<file path="config.mk">
export PLATFORM = sky130hd
export DESIGN_NAME = sleep_wdt_ctrl
export DESIGN_NICKNAME = d
export VERILOG_FILES = /design/src/rtl/swd_pkg.sv /design/src/rtl/swd_prescaler.sv /design/src/rtl/swd_counter.sv /design/src/rtl/swd_status.sv /design/src/rtl/sleep_wdt_ctrl.sv
export SDC_FILE = /design/constraint.sdc
export NUM_CORES = 1
export LEC_CHECK = 0
export ABC_AREA = 1
export BUFFER_PORTS_ARGS = -buffer_cell sky130_fd_sc_hd__buf_2
export CAP_MARGIN = 20
export CORE_MARGIN = 2
export CORE_UTILIZATION = 59
export DETAILED_ROUTE_END_ITERATION = 8
export GPL_TIMING_DRIVEN = 0
export PLACE_DENSITY = 0.84
export SYNTH_ARGS = -nofsm -noshare
export SYNTH_HDL_FRONTEND = slang
export SYNTH_SLANG_ARGS = --single-unit
</file>
<file path="constraint.sdc">
create_clock -name clk -period 1.8 [get_ports clk]
set_input_delay 0.18 -clock clk [delete_from_list [all_inputs] [get_ports clk]]
set_output_delay 0.18 -clock clk [all_outputs]
set_load 0.005 [all_outputs]
</file>
<file path="src/rtl/swd_pkg.sv">
package swd_pkg;

    // Power status flags plus the sleep state of the core
    typedef struct packed {
        logic to;
        logic pd;
        logic asleep;
    } pwr_stat_t;

    localparam pwr_stat_t PWR_STAT_RESET = '{to: 1'b1, pd: 1'b1, asleep: 1'b0};

endpackage

</file>
<file path="src/rtl/swd_prescaler.sv">
module swd_prescaler #(
    parameter int PRE_W = 7,
    parameter int SEL_W = 3
) (
    input  logic             clk,
    input  logic             rst_n,
    input  logic             run,
    input  logic             clr,
    input  logic [SEL_W-1:0] sel,
    output logic             tick
);

    typedef struct packed {
        logic [PRE_W-1:0] cnt;
    } pre_state_t;

    pre_state_t       st_d, st_q;
    logic [PRE_W-1:0] mask;

    // mask bit i is set when i < sel: the tick fires when the low sel bits are all ones
    for (genvar i = 0; i < PRE_W; i++) begin : g_mask
        assign mask[i] = (int'(sel) > i);
    end

    assign tick = run && ((st_q.cnt & mask) == mask);

    always_comb begin
        st_d = st_q;
        if (clr || !run) begin
            st_d.cnt = '0;
        end else begin
            st_d.cnt = st_q.cnt + 1'b1;
        end
    end

    always_ff @(posedge clk or negedge rst_n) begin
        if (!rst_n) begin
            st_q <= '0;
        end else begin
            st_q <= st_d;
        end
    end

endmodule

</file>
<file path="src/rtl/swd_counter.sv">
module swd_counter #(
    parameter int CNT_W = 8
) (
    input  logic clk,
    input  logic rst_n,
    input  logic run,
    input  logic clr,
    input  logic tick,
    output logic expire
);

    localparam logic [CNT_W-1:0] CNT_MAX = {CNT_W{1'b1}};

    typedef struct packed {
        logic [CNT_W-1:0] cnt;
        logic             pulse;
    } cnt_state_t;

    cnt_state_t st_d, st_q;

    always_comb begin
        st_d       = st_q;
        st_d.pulse = 1'b0;
        if (clr || !run) begin
            st_d.cnt = '0;
        end else if (tick) begin
            st_d.cnt   = st_q.cnt + 1'b1;
            st_d.pulse = (st_q.cnt == CNT_MAX);
        end
    end

    always_ff @(posedge clk or negedge rst_n) begin
        if (!rst_n) begin
            st_q <= '0;
        end else begin
            st_q <= st_d;
        end
    end

    assign expire = st_q.pulse;

endmodule

</file>
<file path="src/rtl/swd_status.sv">
module swd_status
    import swd_pkg::*;
(
    input  logic clk,
    input  logic rst_n,
    input  logic expire,
    input  logic sleep_req,
    input  logic wdt_clr,
    input  logic wake_evt,
    output logic wd_clear,
    output logic to_bit,
    output logic pd_bit,
    output logic osc_run,
    output logic reset_req
);

    pwr_stat_t st_d, st_q;
    logic      awake;

    assign awake = !st_q.asleep;

    // Strobes count only while awake and only when no expiry is competing
    assign wd_clear = awake && !expire && (sleep_req || wdt_clr);

    always_comb begin
        st_d = st_q;
        if (expire) begin
            st_d.to     = 1'b0;
            st_d.asleep = 1'b0;
        end else if (awake && sleep_req) begin
            st_d.to     = 1'b1;
            st_d.pd     = 1'b0;
            st_d.asleep = 1'b1;
        end else if (awake && wdt_clr) begin
            st_d.to = 1'b1;
            st_d.pd = 1'b1;
        end else if (st_q.asleep && wake_evt) begin
            st_d.asleep = 1'b0;
        end
    end

    always_ff @(posedge clk or negedge rst_n) begin
        if (!rst_n) begin
            st_q <= PWR_STAT_RESET;
        end else begin
            st_q <= st_d;
        end
    end

    assign to_bit    = st_q.to;
    assign pd_bit    = st_q.pd;
    assign osc_run   = awake;
    assign reset_req = expire && awake;

endmodule

</file>
<file path="src/rtl/sleep_wdt_ctrl.sv">
module sleep_wdt_ctrl #(
    parameter int CNT_W = 8,
    parameter int PRE_W = 7,
    parameter int SEL_W = 3
) (
    input  logic             clk,
    input  logic             rst_n,
    input  logic             wdt_en,
    input  logic [SEL_W-1:0] pre_sel,
    input  logic             sleep_req,
    input  logic             wdt_clr,
    input  logic             wake_evt,
    output logic             to_bit,
    output logic             pd_bit,
    output logic             osc_run,
    output logic             wdt_timeout,
    output logic             wdt_reset_req
);

    logic wd_clear;
    logic pre_tick;
    logic expire;

    swd_prescaler #(.PRE_W(PRE_W), .SEL_W(SEL_W)) u_pre (
        .clk   (clk),
        .rst_n (rst_n),
        .run   (wdt_en),
        .clr   (wd_clear),
        .sel   (pre_sel),
        .tick  (pre_tick)
    );

    swd_counter #(.CNT_W(CNT_W)) u_cnt (
        .clk    (clk),
        .rst_n  (rst_n),
        .run    (wdt_en),
        .clr    (wd_clear),
        .tick   (pre_tick),
        .expire (expire)
    );

    swd_status u_stat (
        .clk       (clk),
        .rst_n     (rst_n),
        .expire    (expire),
        .sleep_req (sleep_req),
        .wdt_clr   (wdt_clr),
        .wake_evt  (wake_evt),
        .wd_clear  (wd_clear),
        .to_bit    (to_bit),
        .pd_bit    (pd_bit),
        .osc_run   (osc_run),
        .reset_req (wdt_reset_req)
    );

    assign wdt_timeout = expire;

endmodule

</file>
==> run_results.csv, run 1 <==
group,metric,value,unit
outcome,status,"complete, no violations",
clock_tree,clkSlewWorstSetupHoldPaths,0.10,ns
power_and_ir_drop,switchingPower,202,µW
routing,drt-vias-per-instance,5.20,
synth,synth_compound_area_share,8.11,%
floorplan,std_cell_rows,15,
floorplan,initial_core_util,62.3,%
routing,wl_met1,912,µm
routing,drt_drc_violations_left,0,
synth,synthArstFlopShare,100,%
critical_path,rr_endpoint,"u_cnt.st_q[7]$_DFFE_PN0P_",
global_route,antenna_found_initial,0,
floorplan,io_pins,14,
critical_path,crit_type,"reg2reg",
routing,dr_wl_met3,49,µm
layout,finalInstanceArea,0.00120,mm²
layout,final_nets,166,
timing,finalMaxSlewViolations,0,
flow_run,cap_violations,0,
critical_path,critPathLaunchType,"register",
synth,synthSimpleGateAreaFrac,36.5,%
critical_path,endpoint,"u_cnt.st_q[7]$_DFFE_PN0P_",
synth,synth_cells,136,
critical_path,reg2reg_depth,7,
placed_design,place_hpwl,1510,µm
floorplan,die_x,46.5,µm
synth,synthMuxAreaShare,0,%
floorplan,core,0.00171,mm²
routing,highest_layer,"met4",
power_and_ir_drop,power,768,µW
routing,drt-initial-drc-count,17,
routing,wl_met2,1060,µm
critical_path,crit_required,1.99,ns
synth,synth_fa_ha_area_share,2.35,%
timing,finalSetupViolCount,0,
floorplan,die_area,0.00216,mm²
synth,ys_seq_area_share,44.9,%
synth,synth_nets,147,
power_and_ir_drop,power.density,642,mW/mm²
synth,yosysWarnings,0,
critical_path,regToRegSetupSlack,0.46,ns
power_and_ir_drop,power_frac_seq,59.1,%
critical_path,end_kind,"register",
timing,post-route-min-period,1.34,ns
placed_design,io_buffer_count,13,
clock_tree,clockRootBuffer,"clkbuf_4",
floorplan,die_h,46.5,µm
global_route,grt_start_max_net_pins,20,
power_and_ir_drop,intPower,566,µW
timing,grt_setup_unrepaired,"false",
clock_tree,clockBufferDepth,2,
power_and_ir_drop,switching_share,26.3,%
timing,finalSetupTns,0,ns
critical_path,critPathMaxFanout,10,
timing,worst_clock_skew,0.00806,ns
routing,routed_wl,2050,µm
layout,final-seq-area,478,µm²
global_route,grt_pass1_vias,814,
synth,synth_flop_cell,"dfrtp_1",
clock_tree,clk_latency,0.29,ns
clock_tree,cts_resized,0,
power_and_ir_drop,vdd_drop_max,0.533,mV
synth,synth_xor_area_share,0.823,%
synth,synthDistinctLibCells,26,
layout,nFillCells,129,
critical_path,crit_start,"u_stat.st_q[0]$_DFFE_PN0P_",
timing,worstMarginPinSlew,0.422,ns
power_and_ir_drop,power_frac_clock,27.5,%
global_route,grt_pass1_wl,3330,µm
global_route,grtUsageTotal,22.2,%
global_route,grt_overflow_total,0,
synth,synth_top_family_by_area,"simple AND/OR/NAND/NOR gates",
routing,routedWlPerCell,11.4,µm
synth,ys_seq_elements,19,
routing,vias,931,
clock_tree,cts.sinks,19,
clock_tree,cts_max_level,1,
timing,fmax,748,MHz
placed_design,place_area,0.00116,mm²
placed_design,finalWeightedCongestion,0.873,
timing,hold_viol,0,
clock_tree,numCtsBuffers,3,
layout,antenna_cells,0,
routing,drtAntennaViolNets,0,
power_and_ir_drop,p_comb_share,13.3,%
routing,dr.pass1.iters,4,
synth,syn_area,0.00106,mm²
timing,whs,0.0575,ns
clock_tree,cts_tree,"done",
worst_hold_path,hp-class,"in2reg",
critical_path,cp.arrival,1.53,ns
critical_path,regToRegStartpoint,"u_stat.st_q[0]$_DFFE_PN0P_",
power_and_ir_drop,leakagePower,0.629,nW
timing,post-route-period-util,74.3,%
layout,multi_input_area,509,µm²
layout,syn2layout_area_growth,12.5,%
synth,avgSynthCellArea,7.83,µm²
timing,slew_headroom,71.8,%
synth,synth_edf_count,0,
layout,drive_gt1_share,19.5,%
-- logic make-up after synthesis --
group,count (synthesis)
adders and majority gates,2
buffers and inverters,18
AOI/OAI and AO/OA,14
and+or+nand+nor,82
xor gates and xnor gates,1
DFF,19
-- layer usage --
layer,global-route usage [%],vias to the layer above
met1,28.1,440
met3,2.35,2
met2,36.7,9
met4,12.0,0
li1,-,480
met5,0,-
-- power by group through the flow --
| stage | clock network, mW | registers, mW | logic, mW |
|---|---|---|---|
| after floorplan | 0 | 0.461 | 0.0596 |
| after global placement | 0 | 0.461 | 0.0983 |
| after detailed placement | 0 | 0.463 | 0.101 |
| after CTS | 0.221 | 0.455 | 0.103 |
| after global routing | 0.239 | 0.456 | 0.116 |
| final | 0.211 | 0.455 | 0.102 |
-- sequential cells by signal (all words and copies together) (netlist names) --
signal         count
u_cnt.st_q         8
u_stat.pd_bit      1
u_pre.st_q         7
u_stat.st_q        1
u_stat.to_bit      1
u_cnt.expire       1
-- critical path, cell delays in order, from the launching register on --
cell and delay, ns:
dfrtp_1 0.43, nor2_2 0.21, o21ai_2 0.11, nand2_4 0.12, inv_4 0.08, buf_6 0.14, nand4_1 0.09, nand2_1 0.05
-- how the worst min path moves through the flow --
stage                        start                    endpoint  slack, ns  depth (start not counted)
final                     wake_evt  u_stat.st_q[0]$_DFFE_PN0P_       0.06                          2
after global routing      wake_evt  u_stat.st_q[0]$_DFFE_PN0P_       0.05                          2
after global placement       rst_n  u_stat.st_q[0]$_DFFE_PN0P_       0.14                          1
after floorplan              rst_n      u_cnt.expire$_DFF_PN0_      -0.12                          0
after CTS                 wake_evt  u_stat.st_q[0]$_DFFE_PN0P_       0.04                          2
after detailed placement     rst_n   u_cnt.st_q[7]$_DFFE_PN0P_       0.14                          1
-- through the flow --
step                std cells  worst slack [ns]  util (%)
finish                    179             0.463      70.1
global route              179             0.379      70.1
CTS                       179             0.469      70.1
detailed placement        174             0.484      68.0
global placement          174             0.535      68.0
floorplan                 136             0.629         -
-- final cells by class --
cell class | instances | share of cell area (%)
buffer | 1 | 0.940
tap | 25 | 2.61
multi-input combinational | 99 | 42.5
inverter | 17 | 5.54
sequential | 19 | 39.9
timing repair buffer | 14 | 6.27
clock buffer | 4 | 2.19
-- timing repair --
action,4_1_cts,5_1_grt
endpoints found under the setup margin,0,0
buffers inserted,0,0
hold buffers,1,0
hold endpoints to repair,17,0
-- cells in the mapped netlist (2+ instances only) --
cell type / number / area, µm²
dfstp_2: 2 / 52.6
o21ai_0: 3 / 15.0
dfrtp_1: 17 / 425
nand4_1: 9 / 56.3
inv_1: 15 / 56.3
nand2_1: 36 / 135
nor3_1: 3 / 15.0
nand2_2: 2 / 12.5
a21oi_1: 6 / 30.0
nor2_1: 15 / 56.3
nand2_4: 2 / 22.5
nand3_1: 10 / 50.1
ha_1: 2 / 25.0
o21ai_2: 2 / 17.5
-- cell usage in the layout (no fill, tap or decap), types with 3 or more instances in the layout --
| master | synthesis | final |
|---|---|---|
| nand3_1 | 10 | 10 |
| nand2_1 | 36 | 36 |
| nand4_1 | 9 | 9 |
| nor2_1 | 15 | 15 |
| inv_1 | 15 | 15 |
| a21oi_1 | 6 | 6 |
| dfrtp_1 | 17 | 17 |
| buf_2 | 0 | 13 |
| o21ai_0 | 3 | 3 |
| nor3_1 | 3 | 3 |
| clkbuf_4 | 0 | 3 |
No activity file was read; power rests on OpenSTA's default activity.
==> run 2: changes to the inputs <==
--- a/config.mk
+++ b/config.mk
@@ -5,14 +5,14 @@
 export SDC_FILE = /design/constraint.sdc
 export NUM_CORES = 1
 export LEC_CHECK = 0
-export ABC_AREA = 1
+export ABC_AREA = 0
 export BUFFER_PORTS_ARGS = -buffer_cell sky130_fd_sc_hd__buf_2
 export CAP_MARGIN = 20
 export CORE_MARGIN = 2
-export CORE_UTILIZATION = 59
+export CORE_UTILIZATION = 49
 export DETAILED_ROUTE_END_ITERATION = 8
 export GPL_TIMING_DRIVEN = 0
-export PLACE_DENSITY = 0.84
+export PLACE_DENSITY = 0.76
 export SYNTH_ARGS = -nofsm -noshare
 export SYNTH_HDL_FRONTEND = slang
 export SYNTH_SLANG_ARGS = --single-unit
==> constraint.sdc (replaced) <==
create_clock -name clk -period 1.2 [get_ports clk]
set_input_delay 0.12 -clock clk [delete_from_list [all_inputs] [get_ports clk]]
set_output_delay 0.12 -clock clk [all_outputs]
set_load 0.005 [all_outputs]
==> run 2 against run 1 <==
  * The run now ends with negative setup slack left
  * Sequential power rose by 53%
  * Sequential share of layout area fell by 5.9 points
  * Power rose by 69%
  * Global-route usage rose by 0.95 points
  * Critical path type unchanged
  * Critical path depth fell by 2
  * Register-to-register slack got worse by 1.1 ns
  * Utilization rose by 3.0 points
  * Design area rose by 18%
  * First-iteration DRC count rose by 65%
  * Synthesized cell count fell by 24%
  * Clock skew fell by 0.0036 ns
  * Worst hold slack improved by 0.022 ns
==> run_results.csv, run 2 <==
group,metric,value,unit
outcome,violations,"negative setup slack",
global_route,grt_pass1_vias,913,
floorplan,die_area,0.00242,mm²
floorplan,die_x,49.2,µm
outcome,status,"finished with violations",
floorplan,die_h,49.2,µm
worst_hold_path,worstHoldEndpoint,"u_stat.pd_bit$_DFFE_PN1P_",
global_route,grtUsageTotal,23.2,%
clock_tree,clkSlewWorstSetupHoldPaths,0.11,ns
timing,setup_ws,-0.637,ns
timing,hold_viol,0,
synth,yosysMostFrequentCell,"dfrtp_1",
timing,worstMarginPinSlew,0.648,ns
worst_hold_path,hp-start,"wdt_clr",
synth,synth_nets,115,
critical_path,cp.arrival,2.07,ns
layout,finalInstanceArea,0.00142,mm²
layout,fin_cells,168,
global_route,grt_overflow_total,0,
power_and_ir_drop,vdd_drop_max,0.754,mV
layout,antenna_cells,0,
layout,final_common_cell,"buf_4",
synth,synth_flop_cell,"dfrtp_1",
flow_run,cap_violations,0,
clock_tree,cts_tree,"done",
placed_design,dp_slack,-0.664,ns
placed_design,place_area,0.00113,mm²
critical_path,crit_type,"reg2reg",
clock_tree,cts_max_level,1,
routing,drt_drc_violations_left,0,
synth,synth_area_leader_cell,"dfrtp_1",
global_route,antenna_found_initial,0,
routing,drt-vias-per-instance,5.71,
routing,dr.pass1.iters,4,
critical_path,critPathLaunchType,"register",
layout,drive_gt1_share,48.2,%
layout,top_register,"u_cnt.st_q",
global_route,grt_start_max_net_pins,20,
synth,ys_seq_area_share,47.7,%
critical_path,cpPeakStageDelay,0.50,ns
critical_path,regToRegSetupSlack,-0.64,ns
critical_path,critPathSlowestCell,"or4b_1",
synth,synth_edf_count,0,
clock_tree,numCtsBuffers,3,
critical_path,crit_chain,"nand2_2 > o41a_1 > buf_6 > or4b_1 > a21oi_1",
synth,yosysTopAreaCellShare,42.4,%
power_and_ir_drop,power_frac_clock,25.9,%
timing,finalSetupViolCount,12,
timing,grt_setup_unrepaired,"true",
synth,synthDistinctLibCells,38,
worst_hold_path,hp-class,"in2reg",
floorplan,io_pins,14,
global_route,grt_pass1_wl,4260,µm
critical_path,end_kind,"register",
synth,synth_cells,104,
critical_path,rr_endpoint,"u_cnt.st_q[7]$_DFFE_PN0P_",
timing,fmax,544,MHz
clock_tree,clockRootBuffer,"clkbuf_4",
timing,worst_clock_skew,0.00451,ns
synth,ys_seq_elements,19,
routing,drtAntennaViolNets,0,
synth,yosysWarnings,0,
timing,slew_headroom,56.3,%
placed_design,io_buffer_count,13,
routing,routed_wl,2680,µm
routing,drt-initial-drc-count,28,
routing,routedWlPerCell,15.9,µm
layout,largest_reg_flops,8,
critical_path,crit_buf_inv,1,
power_and_ir_drop,switching_share,28.8,%
power_and_ir_drop,power_frac_seq,53.6,%
floorplan,core,0.00194,mm²
layout,top_regs,"u_cnt.st_q x8, u_pre.st_q x7",
critical_path,crit_cells,5,
critical_path,crit_required,1.43,ns
critical_path,regToRegStartpoint,"u_pre.st_q[2]$_DFF_PN0_",
placed_design,numPlacedInstances,144,
layout,final_nets,153,
placed_design,finalWeightedCongestion,0.774,
synth,synthArstFlopShare,100,%
critical_path,reg2reg_depth,5,
synth,syn_area,0.00100,mm²
synth,synth_commonest_cells,"17 x dfrtp_1, 14 x nor2_1, 9 x a21oi_1",
timing,finalSetupTns,-4.98,ns
layout,syn2layout_area_growth,41.6,%
synth,avgSynthCellArea,9.64,µm²
timing,post-route-period-util,153,%
clock_tree,cts.sinks,19,
critical_path,crit_start,"u_pre.st_q[2]$_DFF_PN0_",
timing,finalMaxSlewViolations,0,
worst_hold_path,hold_depth,3,
clock_tree,clockBufferDepth,2,
power_and_ir_drop,leakagePower,0.585,nW
power_and_ir_drop,switchingPower,373,µW
floorplan,std_cell_rows,16,
power_and_ir_drop,p_comb_share,20.5,%
synth,ys_top_cells_by_area,"dfrtp_1 42%, dfstp_2 5.2%, nor2_1 5.2%, a21oi_1 4.5%, o31ai_1 3.7%",
placed_design,place_hpwl,1530,µm
power_and_ir_drop,intPower,924,µW
timing,post-route-min-period,1.84,ns
routing,vias,959,
power_and_ir_drop,power.density,914,mW/mm²
critical_path,critPathMaxFanout,7,
layout,final_cell_mix,"16 x buf_4, 13 x buf_2, 13 x dfrtp_1",
layout,final_util,73.1,%
clock_tree,clk_latency,0.30,ns
critical_path,critPathTopFamily,"compound AO/OA/AOI/OAI gates",
floorplan,initial_core_util,51.6,%
[run 2: metal layers]
| metal | share of wire (%) | global-route usage (%) | up-vias |
|---|---|---|---|
| li1 | - | - | 461 |
| met1 | 42 | 28.6 | 471 |
| met2 | 53 | 41.4 | 22 |
| met3 | 3.2 | 3.07 | 5 |
| met4 | 0.97 | 7.14 | 0 |
| met5 | 0 | 0 | - |
[run 2: metrics by stage]
step	power (mW)	hold slack, ns
6_report	1.30	0.0800
5_1_grt	1.36	0.0796
4_1_cts	1.24	0.0724
3_5_place_dp	0.872	0.0863
3_3_place_gp	0.866	0.0752
2_1_floorplan	0.803	-0.176
[run 2: final cells by class]
type / count / area [µm²]
Sequential cell: 19 / 483
Inverter: 1 / 3.75
Clock buffer: 3 / 22.5
Multi-Input combinational cell: 80 / 596
Fill cell: 133 / 523
Buffer: 3 / 40.0
Clock inverter: 1 / 5.00
Timing Repair Buffer: 34 / 235
Tap cell: 27 / 33.8
[run 2: worst max-delay path by stage]
stage | slack (ns) | end
final | -0.64 | u_cnt.st_q[7]$_DFFE_PN0P_
after global routing | -0.72 | u_cnt.st_q[7]$_DFFE_PN0P_
after CTS | -0.63 | u_cnt.st_q[7]$_DFFE_PN0P_
after detailed placement | -0.66 | u_cnt.st_q[7]$_DFFE_PN0P_
after global placement | -0.61 | u_cnt.st_q[7]$_DFFE_PN0P_
after floorplan | -0.50 | u_cnt.st_q[7]$_DFFE_PN0P_
[run 2: worst register-to-register path, delay by kind of cell (launching register included)]
| family | cells | cell delay, ns |
|---|---|---|
| and+or+nand+nor | 2 | 0.57 |
| AOI/OAI and AO/OA | 2 | 0.62 |
| DFF | 1 | 0.43 |
| buffers and inverters | 1 | 0.15 |
[run 2: logic make-up (layout without fill, tap and decap cells)]
family / count (synthesis) / count (layout) / share of synthesized area, %
simple gates: 46 / 46 / 24.3
compound gates: 28 / 28 / 19.2
flops: 19 / 19 / 47.7
buf+inv: 5 / 42 / 2.75
xor+xnor: 4 / 4 / 3.50
fa+ha+maj: 2 / 2 / 2.50
[run 2: timing repair]
action | 4_1_cts | 5_1_grt
gates cloned | 1 | 0
endpoints found under the hold margin | 19 | 0
hold buffers | 3 | 0
pin swaps | 4 | 14
setup endpoints to repair | 17 | 16
buffers inserted | 7 | 10
resized for setup | 10 | 21
[run 2: power by group through the flow]
stage | sequential [mW] | combinational [mW] | clock [mW]
2_1_floorplan | 0.695 | 0.107 | 0
3_3_place_gp | 0.696 | 0.170 | 0
3_5_place_dp | 0.697 | 0.175 | 0
4_1_cts | 0.693 | 0.212 | 0.338
5_1_grt | 0.700 | 0.291 | 0.367
6_report | 0.696 | 0.266 | 0.336
